### config.mk
export PLATFORM = sky130hd
export DESIGN_NAME = crtc_timing
export DESIGN_NICKNAME = d
export VERILOG_FILES = /design/src/rtl/crtc_timing.sv
export SDC_FILE = /design/constraint.sdc
export NUM_CORES = 1
export LEC_CHECK = 0
export BUFFER_PORTS_ARGS = -buffer_cell sky130_fd_sc_hd__buf_2
export CAP_MARGIN = 20
export CORE_MARGIN = 10
export CORE_UTILIZATION = 25
export CTS_BUF_LIST = sky130_fd_sc_hd__clkbuf_16
export CTS_CLUSTER_DIAMETER = 50
export DETAILED_ROUTE_END_ITERATION = 10
export GPL_ROUTABILITY_DRIVEN = 0
export PLACE_DENSITY_LB_ADDON = 0.1
export SETUP_SLACK_MARGIN = 0.2
export SYNTH_ARGS = -nofsm -noshare
export SYNTH_HDL_FRONTEND = slang
export SYNTH_SLANG_ARGS = --single-unit
export TNS_END_PERCENT = 30
### constraint.sdc
create_clock -name clk -period 3.6 [get_ports clk]
set_input_delay 0 -clock clk [delete_from_list [all_inputs] [get_ports clk]]
set_output_delay 0 -clock clk [all_outputs]
set_load 0.05 [all_outputs]
### src/rtl/crtc_timing.sv
module crtc_timing #(
  parameter int AW = 24
) (
  input  logic          clk,
  input  logic          rst_n,
  input  logic          pix_en,
  input  logic          wr_en,
  input  logic [2:0]    wr_addr,
  input  logic [31:0]   wr_data,
  output logic          hsync,
  output logic          vsync,
  output logic          de,
  output logic [12:0]   xpos,
  output logic [15:0]   ypos,
  output logic [AW-1:0] line_addr
);
  localparam int CW = 19 + 20 + 32 + 18 + 16;

  logic [3:0]    ctl;
  logic [CW-1:0] shd, act;

  logic [9:0]  a_htot;
  logic [8:0]  a_hact;
  logic        a_hpol;
  logic [5:0]  a_hw;
  logic [12:0] a_hst;
  logic [15:0] a_vact, a_vtot;
  logic        a_vpol;
  logic [4:0]  a_vw;
  logic [11:0] a_vst;
  logic [15:0] a_pitch;

  assign {a_hact, a_htot, a_hpol, a_hw, a_hst, a_vact, a_vtot,
          a_vpol, a_vw, a_vst, a_pitch} = act;

  wire        run      = ctl[0];
  wire [12:0] x_last   = {a_htot, 3'b111};
  wire        line_end = xpos == x_last;
  wire        frm_end  = line_end && ypos == a_vtot;

  wire [5:0]  hw_eff = (a_hw == 6'd0) ? 6'd1 : a_hw;
  wire [13:0] hs_end = {1'b0, a_hst} + {5'b0, hw_eff, 3'b000};
  wire        h_in   = xpos >= a_hst && {1'b0, xpos} < hs_end;

  wire [4:0]  vw_eff = (a_vw == 5'd0) ? 5'd1 : a_vw;
  wire [12:0] vs_st  = {1'b0, a_vst} + 13'd1;
  wire [16:0] vs_end = {4'b0, vs_st} + {12'b0, vw_eff};
  wire        v_in   = ypos >= {3'b0, vs_st} && {1'b0, ypos} < vs_end;

  wire de_h = xpos[12:3] <= {1'b0, a_hact};
  wire de_v = ypos <= a_vact;

  assign de    = run & ~ctl[1] & de_h & de_v;
  assign hsync = a_hpol ^ (run & ~ctl[2] & h_in);
  assign vsync = a_vpol ^ (run & ~ctl[3] & v_in);

  always_ff @(posedge clk) begin
    if (!rst_n) begin
      ctl <= '0;
      shd <= '0;
    end else if (wr_en) begin
      case (wr_addr)
        3'd0: ctl <= wr_data[3:0];
        3'd1: shd[CW-1 -: 19] <= {wr_data[24:16], wr_data[9:0]};
        3'd2: shd[CW-20 -: 20] <= {wr_data[23], wr_data[21:16], wr_data[12:0]};
        3'd3: shd[CW-40 -: 32] <= wr_data;
        3'd4: shd[33:16] <= {wr_data[23], wr_data[20:16], wr_data[11:0]};
        3'd5: shd[15:0] <= wr_data[15:0];
        default: ;
      endcase
    end
  end

  always_ff @(posedge clk) begin
    if (!rst_n) begin
      act       <= '0;
      xpos      <= '0;
      ypos      <= '0;
      line_addr <= '0;
    end else if (!run) begin
      act       <= shd;
      xpos      <= '0;
      ypos      <= '0;
      line_addr <= '0;
    end else if (pix_en) begin
      if (!line_end) begin
        xpos <= xpos + 13'd1;
      end else begin
        xpos <= '0;
        if (frm_end) begin
          ypos      <= '0;
          line_addr <= '0;
          act       <= shd;
        end else begin
          ypos <= ypos + 16'd1;
          if (de_v) line_addr <= line_addr + AW'(a_pitch);
        end
      end
    end
  end
endmodule


==> flow_summary.ini, run 1 <==
[layout]
area_delta_synth_final_pct = 27.79
fillCellCount = 5707
fin_area_sq_um = 17290
layout_common_cells = nand2_1 (459), dfxtp_1 (263), a21boi_0 (196), ha_1 (102), buf_2 (90)
final_common_cell = nand2_1
antenna_cells = 0
drive_gt1_share_pct = 14.91
nNetsFinal = 1968

[clock_network]
cts_made_buffers = 46
cts.clk_slew.worst_paths_ns = 0.05
htree_levels = 2
worstSkewPairLatency_ns = 0.58
cts_tree = done
cts_buffer_depth = 3
clkSinkCount = 267
cts_root_buf = clkbuf_16

[pwr]
ir_drop_mv = 0.3291
p_per_area_nw_per_um2 = 451.5
p_leak_nw = 6.682

[yosys]
syn-num-nets = 1785
synth-edff-count = 0
syn-cell-area_sq_um = 13530
synthArstFlopShare_pct = 0
ys_types = 55
syn_inst = 1638
synth_flop_cell = dfxtp_1
synth.avg_cell_area_sq_um = 8.258
ys_warn_count = 0
synth-seq-area-share_pct = 39.52
ys_ff_latch = 267

[die]
dieArea_sq_um = 63810
core-area_sq_um = 53710
rows = 85
boundaryPins = 95
die_x_um = 252.6
initial_core_util_pct = 25.19
die_h_um = 252.6

[drt]
drt-initial-drc-count = 468
viasPerCell = 4.536
wl_um = 46840
vias = 11586
drc = 0
drtPass1Iterations = 5
post_drt_wl_per_cell_um = 18.34
drtAntennaViolNets = 0

[critical_path]
start_kind = register
crit_required_ns = 3.60
crit_arrival_ns = 4.55
crit_top_cell = a21oi_1
cp_slowest_cell = or4_1
critPathTopFamily = compound AO/OA/AOI/OAI gates
crit_type = reg2out
worstSetupEndpointType = output port
worst-path-buf-inv = 2
slowest_delay_ns = 0.52
path_cells = or4_1, o21bai_1, ha_2, fa_1, a21o_1, a21oi_1, o21bai_1, a21oi_1, nor2_1, xnor2_1, ha_1, a2111o_1, a211oi_2, a21oi_1, o41ai_1, a31oi_1, a2111oi_2, buf_4, xor2_2, buf_6
crit_fanout = 2

[timing]
report.final.slew_viol_count = 0
slew_headroom_pct = 44.06
period_needed_ns = 4.547
finalCritPeriodShare_pct = 126.3
rsz0062_at_grt = true
setup-violations-final = 2
worstMarginPinSlew_ns = 0.8326
worst_clock_skew_ns = 0.02590
hold_viol = 0
finalWorstSetupSlack_ns = -0.9474
max_freq_ghz = 0.2199
fin_tns_setup_ns = -1.587

[global_routing]
grt_first_pass_wirelength_um = 72650
antenna_found_initial = 3
grt_overflow = 0
grtUsageTotal_pct = 14.83
grt_pass1_vias = 11764
grt_max_degree = 134

[placement]
dpl.hpwl_um = 33440
portBuffers = 94
placed_area_sq_um = 15300

[run]
max_cap_violations = 0

[outcome]
status = finished with violations
failed_checks = setup timing

[hold_path]
min_path_type = in2reg
-- metrics by stage --
step	instances	total power, mW	hold WS, ns	setup slack, ns	util, %
2_1_floorplan	1638	3.268	0.1348	-0.3956	-
3_3_place_gp	2431	3.431	0.2505	-0.5270	28.46
3_5_place_dp	2432	3.434	0.2630	-0.4780	28.48
4_1_cts	2554	7.953	0.03222	-0.9428	32.13
5_1_grt	2554	8.116	0.1070	-1.246	32.18
6_report	2554	7.804	0.06596	-0.9474	32.18
-- power breakdown --
part	leakage [nW]	internal, mW	switching [mW]
sequential	2.16	3.00	0.0234
combinational	3.74	0.153	0.224
clock	0.784	2.75	1.65
-- worst reg2reg max path, delay by kind of cell, from the launching register on --
kind	cells	cell delay, ns
buf+inv	1	0.09
compound gates	2	0.39
simple gates	7	2.18
fa+ha+maj	1	0.28
flops	1	0.33
-- final cells by class --
class | count | area [sq um] | area share, %
Clock buffer | 47 | 1176 | 6.804
Clock inverter | 38 | 361.6 | 2.092
Inverter | 59 | 221.5 | 1.281
Multi-Input combinational cell | 1230 | 7745 | 44.81
Sequential cell | 267 | 5353 | 30.97
Tap cell | 696 | 870.8 | 5.038
Timing Repair Buffer | 217 | 1558 | 9.012
-- state kept, by name, summed over array words and instances (netlist names) --
name	cells
ypos	16
line_addr	24
shd	105
act	105
xpos	13
ctl	4
-- cells by family (layout without fill, tap and decap cells) --
kind of cell / Yosys count / count (layout) / synth area share, %
and+or+nand+nor: 658 / 658 / 20.61
AOI/OAI and AO/OA: 356 / 356 / 18.77
adders and majority gates: 108 / 108 / 10.16
buffers and inverters: 141 / 361 / 3.913
DFF: 267 / 267 / 39.52
xor gates and xnor gates: 98 / 98 / 6.345
other: 1 / 1 / 0.02772
muxes: 9 / 9 / 0.6660
-- path summary, 6_finish.rpt --
| path | cells after the start | slack, ns | endpoint | startpoint |
|---|---|---|---|---|
| hold reg to reg | 2 | 0.45 | act[56]$_SDFFE_PN0P_ | act[56]$_SDFFE_PN0P_ |
| setup / recovery | 20 | -0.95 | hsync | act[80]$_SDFFE_PN0P_ |
| hold / removal | 5 | 0.07 | shd[56]$_SDFFE_PN0P_ | wr_addr[2] |
| setup reg to reg | 11 | 0.27 | line_addr[23]$_SDFFE_PN0P_ | act[63]$_SDFFE_PN0P_ |
-- metal layers --
layer	track usage [%]	part of all wire, %
met1	19.62	49
met2	24.44	46
met3	2.807	3.7
met4	3.410	1.8
met5	0	0.043
-- timing repair --
item                                    4_1_cts  5_1_grt
buffers inserted                              0        0
pin swaps                                     6        4
gates resized for setup                      12        6
hold buffers                                 37        0
hold endpoints to repair                    114        0
endpoints found under the setup margin        4        4
-- Yosys cell counts, types with 2 or more instances --
cell type | count | area [sq um]
a2111o_1 | 2 | 22.52
nor2b_1 | 14 | 87.58
a211oi_1 | 6 | 45.04
or3_1 | 3 | 18.77
xor2_1 | 37 | 324.1
o21ai_1 | 2 | 10.01
a22o_1 | 9 | 78.83
xnor2_1 | 61 | 534.3
a221oi_1 | 2 | 17.52
nand4_1 | 21 | 131.4
a21boi_1 | 16 | 120.1
a2111oi_0 | 3 | 26.28
nand2b_1 | 11 | 68.82
nor2_1 | 64 | 240.2
nand2_1 | 460 | 1727
nor3b_1 | 3 | 22.52
buf_1 | 10 | 37.54
a21boi_0 | 196 | 1471
o41ai_1 | 3 | 26.28
and2_1 | 3 | 18.77
nor4_1 | 4 | 25.02
o21a_1 | 10 | 75.07
dfxtp_1 | 267 | 5345
mux2i_1 | 9 | 90.09
or2_2 | 5 | 31.28
o21bai_1 | 4 | 30.03
inv_1 | 59 | 221.5
and4_1 | 4 | 35.03
nand3_1 | 30 | 150.1
a31oi_1 | 5 | 31.28
a21oi_1 | 47 | 235.2
o21ai_0 | 22 | 110.1
clkbuf_1 | 72 | 270.3
a211o_1 | 2 | 17.52
fa_1 | 3 | 60.06
nand3b_1 | 3 | 22.52
nor3_1 | 10 | 50.05
a21o_1 | 17 | 127.6
ha_1 | 105 | 1314
and3_1 | 15 | 93.84
or4_1 | 4 | 30.03
o31ai_1 | 2 | 15.01
(Power assumes the default switching activity.)
==> run 2, diff against run 1 <==
- MAX_ROUTING_LAYER: unset -> met4
- SKIP_LAST_GASP: unset -> 1
- clock period: 3.6 -> 4.9 ns (I/O delays scaled with it)
==> run 2 against run 1 <==
Against the previous run: the run now ends clean; sequential share of layout area rose by 1.1 points; worst hold slack got worse by 0.027 ns; sequential power decreased by 26%; global-route usage about the same; critical endpoint unchanged; highest routed layer is now met4.
==> flow_summary.ini, run 2 (synthesis results as in run 1) <==
[outcome]
status = finished clean

[layout]
final_common_cell = nand2_1
layout_common_cells = nand2_1 (459), dfxtp_1 (265), a21boi_0 (196), ha_1 (104), buf_2 (91)
fillCellCount = 5732
area_delta_synth_final_pct = 23.31
reg.largest.list = act (105), shd (105), line_addr (24)
seqCellArea_sq_um = 5350
drive_gt1_share_pct = 12.03
multiInputGateArea_sq_um = 7731
nNetsFinal = 1908

[clock_network]
cts_buffer_depth = 3
cts_made_buffers = 43
worstSkewPairLatency_ns = 0.57
cts.clk_slew.worst_paths_ns = 0.06
cts_tree = done
clkSinkCount = 267
htree_levels = 2
cts_root_buf = clkbuf_16

[pwr]
total_power_mw = 5.540
p_per_area_nw_per_um2 = 332.1
p_leak_nw = 6.302
ir_drop_mv = 0.2100

[global_routing]
grtUsageTotal_pct = 14.79
grt_first_pass_wirelength_um = 70260
grt_pass1_vias = 11296
grt_max_degree = 95
antenna_found_initial = 4
grt_overflow = 0

[drt]
viasPerCell = 4.579
drt-initial-drc-count = 605
drtPass1Iterations = 5
met3_length_um = 2026
drtAntennaViolNets = 0
drc = 0
post_drt_wl_per_cell_um = 18.50
wl_um = 46110
wl_met2_um = 20530
top_layer_used = met4
wl_met1_um = 22560
vias = 11416

[die]
die_h_um = 252.6
core-area_sq_um = 53710
die_x_um = 252.6
boundaryPins = 95
rows = 85
initial_core_util_pct = 25.19
dieArea_sq_um = 63810

[timing]
period_needed_ns = 4.632
finalCritPeriodShare_pct = 94.53
slew_headroom_pct = 29.50
finalWorstSetupSlack_ns = 0.2679
worstMarginPinSlew_ns = 1.054
timing.hold.ws_ns = 0.03918
setup-violations-final = 0
worst_clock_skew_ns = 0.02476
fin_tns_setup_ns = 0
rsz0062_at_grt = true
max_freq_ghz = 0.2159
report.final.slew_viol_count = 0
hold_viol = 0

[critical_path]
crit_type = reg2out
crit_arrival_ns = 4.63
worstSetupEndpointType = output port
start_kind = register
crit_fanout = 3
crit_required_ns = 4.90

[placement]
portBuffers = 94
dp_slack_ns = 0.5286
dpl.hpwl_um = 32330

[hold_path]
min_path_type = in2reg

[run]
max_cap_violations = 0
## run 2: cell count changes in the layout (fill, tap and decap cells not counted), sizes merged
cell	delta
buf	-56
clkinv	-5
clkbuf	-3
clkinvlp	+2
diode	+2
dlygate4sd3	-2
inv	+1
## run 2: critical path: stages, from the launching register on
cell       delay, ns
dfxtp_2         0.33
or4_4           0.52
o21bai_1        0.17
ha_2            0.22
fa_2            0.21
a21o_1          0.13
a21oi_2         0.05
o21bai_1        0.17
a21oi_2         0.10
nor2_2          0.12
xnor2_1         0.08
ha_1            0.32
a2111o_1        0.42
a211oi_2        0.19
a21oi_1         0.11
o41ai_2         0.06
a31oi_1         0.09
a2111oi_2       0.33
xor2_1          0.24
buf_6           0.19
## run 2: final cells by class
class	instances	area share, %
clock buffers	43	6.451
inverters	59	1.328
flip-flops and latches	267	32.08
repair buffers	160	6.459
diodes	2	0.03001
well taps	696	5.221
multi-input cells	1230	46.35
clock inverters	36	2.085
## run 2: layer usage
layer,up-vias,global-route usage (%)
met4,0,4.137
met3,61,3.208
met2,201,22.89
li1,5771,-
met5,-,-
met1,5383,19.10
## run 2: path summary, 6_finish.rpt
path | from | end | slack [ns] | cells past startpoint
setup / recovery | act[83]$_SDFFE_PN0P_ | hsync | 0.27 | 19
hold / removal | wr_addr[0] | ctl[0]$_SDFFE_PN0P_ | 0.04 | 4
setup reg to reg | ypos[10]$_SDFFE_PN0P_ | line_addr[23]$_SDFFE_PN0P_ | 1.13 | 11
hold reg to reg | act[51]$_SDFFE_PN0P_ | act[51]$_SDFFE_PN0P_ | 0.45 | 2
## run 2: timing repair
item	CTS	global route
endpoints found under the setup margin	1	2
buffers inserted	0	4
resized for setup	6	16
hold buffers	35	0
hold endpoints to repair	134	0
pin swaps	1	18
## run 2: report_power, final
group / internal (mW) / switching, mW / leakage (nW)
Sequential: 2.20 / 0.0185 / 2.16
Clock: 1.88 / 1.18 / 0.717
Combinational: 0.104 / 0.161 / 3.43
## run 2: metrics by stage
stage	utilization, %	cell area (sq um)	std cells
final	31.06	16680	2493
after global routing	31.06	16680	2493
after CTS	30.89	16590	2487
after detailed placement	27.55	14800	2373
after global placement	27.55	14800	2373
after floorplan	-	13530	1638
==> run 3, diff against run 2 <==
- MAX_ROUTING_LAYER: met4 -> unset
==> run 3 against run 2 <==
Against the previous run: final cell count unchanged; combinational power about the same; worst setup slack worse by 0.0025 ns; critical endpoint unchanged.
==> flow_summary.ini, run 3 (synthesis results as in run 1) <==
[layout]
fillCellCount = 5732
nNetsFinal = 1908
final_cells = 2493
final_common_cell = nand2_1
layout_common_cells = nand2_1 (459), dfxtp_1 (265), a21boi_0 (196), ha_1 (104), buf_2 (91)
fin_area_sq_um = 16680
reg.largest.list = act (105), shd (105), line_addr (24)
area_delta_synth_final_pct = 23.31
drive_gt1_share_pct = 12.03

[critical_path]
crit_fanout = 3
start_kind = register
worstSetupEndpointType = output port
crit_arrival_ns = 4.63
crit_type = reg2out
crit_required_ns = 4.90

[clock_network]
cts_root_buf = clkbuf_16
clkSinkCount = 267
cts.clk_slew.worst_paths_ns = 0.06
worstSkewPairLatency_ns = 0.57
cts_buffer_depth = 3
cts_made_buffers = 43
htree_levels = 2
cts_tree = done

[die]
core-area_sq_um = 53710
boundaryPins = 95
dieArea_sq_um = 63810
die_h_um = 252.6
die_x_um = 252.6
initial_core_util_pct = 25.19
rows = 85

[timing]
finalCritPeriodShare_pct = 94.58
max_freq_ghz = 0.2158
worst_clock_skew_ns = 0.02501
finalWorstSetupSlack_ns = 0.2654
worstMarginPinSlew_ns = 1.062
hold_viol = 0
fin_tns_setup_ns = 0
setup-violations-final = 0
slew_headroom_pct = 29.12
period_needed_ns = 4.635
rsz0062_at_grt = true
report.final.slew_viol_count = 0

[drt]
drt-initial-drc-count = 545
drtPass1Iterations = 5
drc = 0
viasPerCell = 4.570
wl_um = 46100
drtAntennaViolNets = 0
post_drt_wl_per_cell_um = 18.49
vias = 11394

[global_routing]
grt_max_degree = 95
antenna_found_initial = 4
grt_overflow = 0
grt_pass1_vias = 11314
grtUsageTotal_pct = 14.37
grt_first_pass_wirelength_um = 70240

[placement]
dp_slack_ns = 0.5286
post-place-cells = 2373
dpl.hpwl_um = 32330
placed_area_sq_um = 14800
portBuffers = 94

[outcome]
status = finished clean

[pwr]
ir_drop_mv = 0.2101
p_per_area_nw_per_um2 = 332.3
p_leak_nw = 6.302
total_power_mw = 5.542

[run]
max_cap_violations = 0

[hold_path]
min_path_type = in2reg
[run 3: area by class of cell]
| cell class | instances | area (sq um) | area share (%) |
|---|---|---|---|
| multi-input combinational | 1230 | 7731 | 46.35 |
| timing repair buffer | 160 | 1077 | 6.459 |
| clock buffer | 43 | 1076 | 6.451 |
| antenna | 2 | 5.005 | 0.03001 |
| inverter | 59 | 221.5 | 1.328 |
| clock inverter | 36 | 347.8 | 2.085 |
| tap | 696 | 870.8 | 5.221 |
| sequential | 267 | 5350 | 32.08 |
[run 3: final timing paths]
check	startpoint	endpoint	slack (ns)	cells after the start
hold / removal	wr_addr[0]	ctl[0]$_SDFFE_PN0P_	0.04	4
hold reg to reg	act[51]$_SDFFE_PN0P_	act[51]$_SDFFE_PN0P_	0.45	2
setup reg to reg	ypos[10]$_SDFFE_PN0P_	line_addr[23]$_SDFFE_PN0P_	1.11	11
setup / recovery	act[83]$_SDFFE_PN0P_	hsync	0.27	19
[run 3: layer usage]
metal	GRT usage, %	wire [um]
met3	3.362	2068
met2	22.82	20410
met4	4.137	1011
met5	0	7
met1	19.02	22600
[run 3: timing repair]
item | CTS | global route
hold buffers | 35 | 0
pin swaps | 1 | 18
resized for setup | 6 | 16
hold endpoints to repair | 134 | 0
setup endpoints to repair | 1 | 2
cloned | 0 | 0
buffers inserted | 0 | 4
[run 3: where the power goes]
group | internal (mW) | switching (mW) | leakage (nW)
Combinational | 0.104 | 0.162 | 3.43
Sequential | 2.20 | 0.0186 | 2.16
Clock | 1.88 | 1.18 | 0.717
Total | 4.18 | 1.36 | 6.30
[run 3: critical path, cell delays in order (launching register included)]
cell and delay [ns]:
dfxtp_2 0.33, or4_4 0.52, o21bai_1 0.17, ha_2 0.22, fa_2 0.21, a21o_1 0.13, a21oi_2 0.05, o21bai_1 0.17
a21oi_2 0.11, nor2_2 0.13, xnor2_1 0.08, ha_1 0.32, a2111o_1 0.42, a211oi_2 0.19, a21oi_1 0.11, o41ai_2 0.06
a31oi_1 0.09, a2111oi_2 0.33, xor2_1 0.24, buf_6 0.19
[run 3: through the flow]
stage                     util (%)  hold slack [ns]
after floorplan                  -           0.1348
after global placement       27.55           0.2809
after detailed placement     27.55           0.2812
after CTS                    30.89         0.003185
after global routing         31.05          0.04761
final                        31.06          0.04096
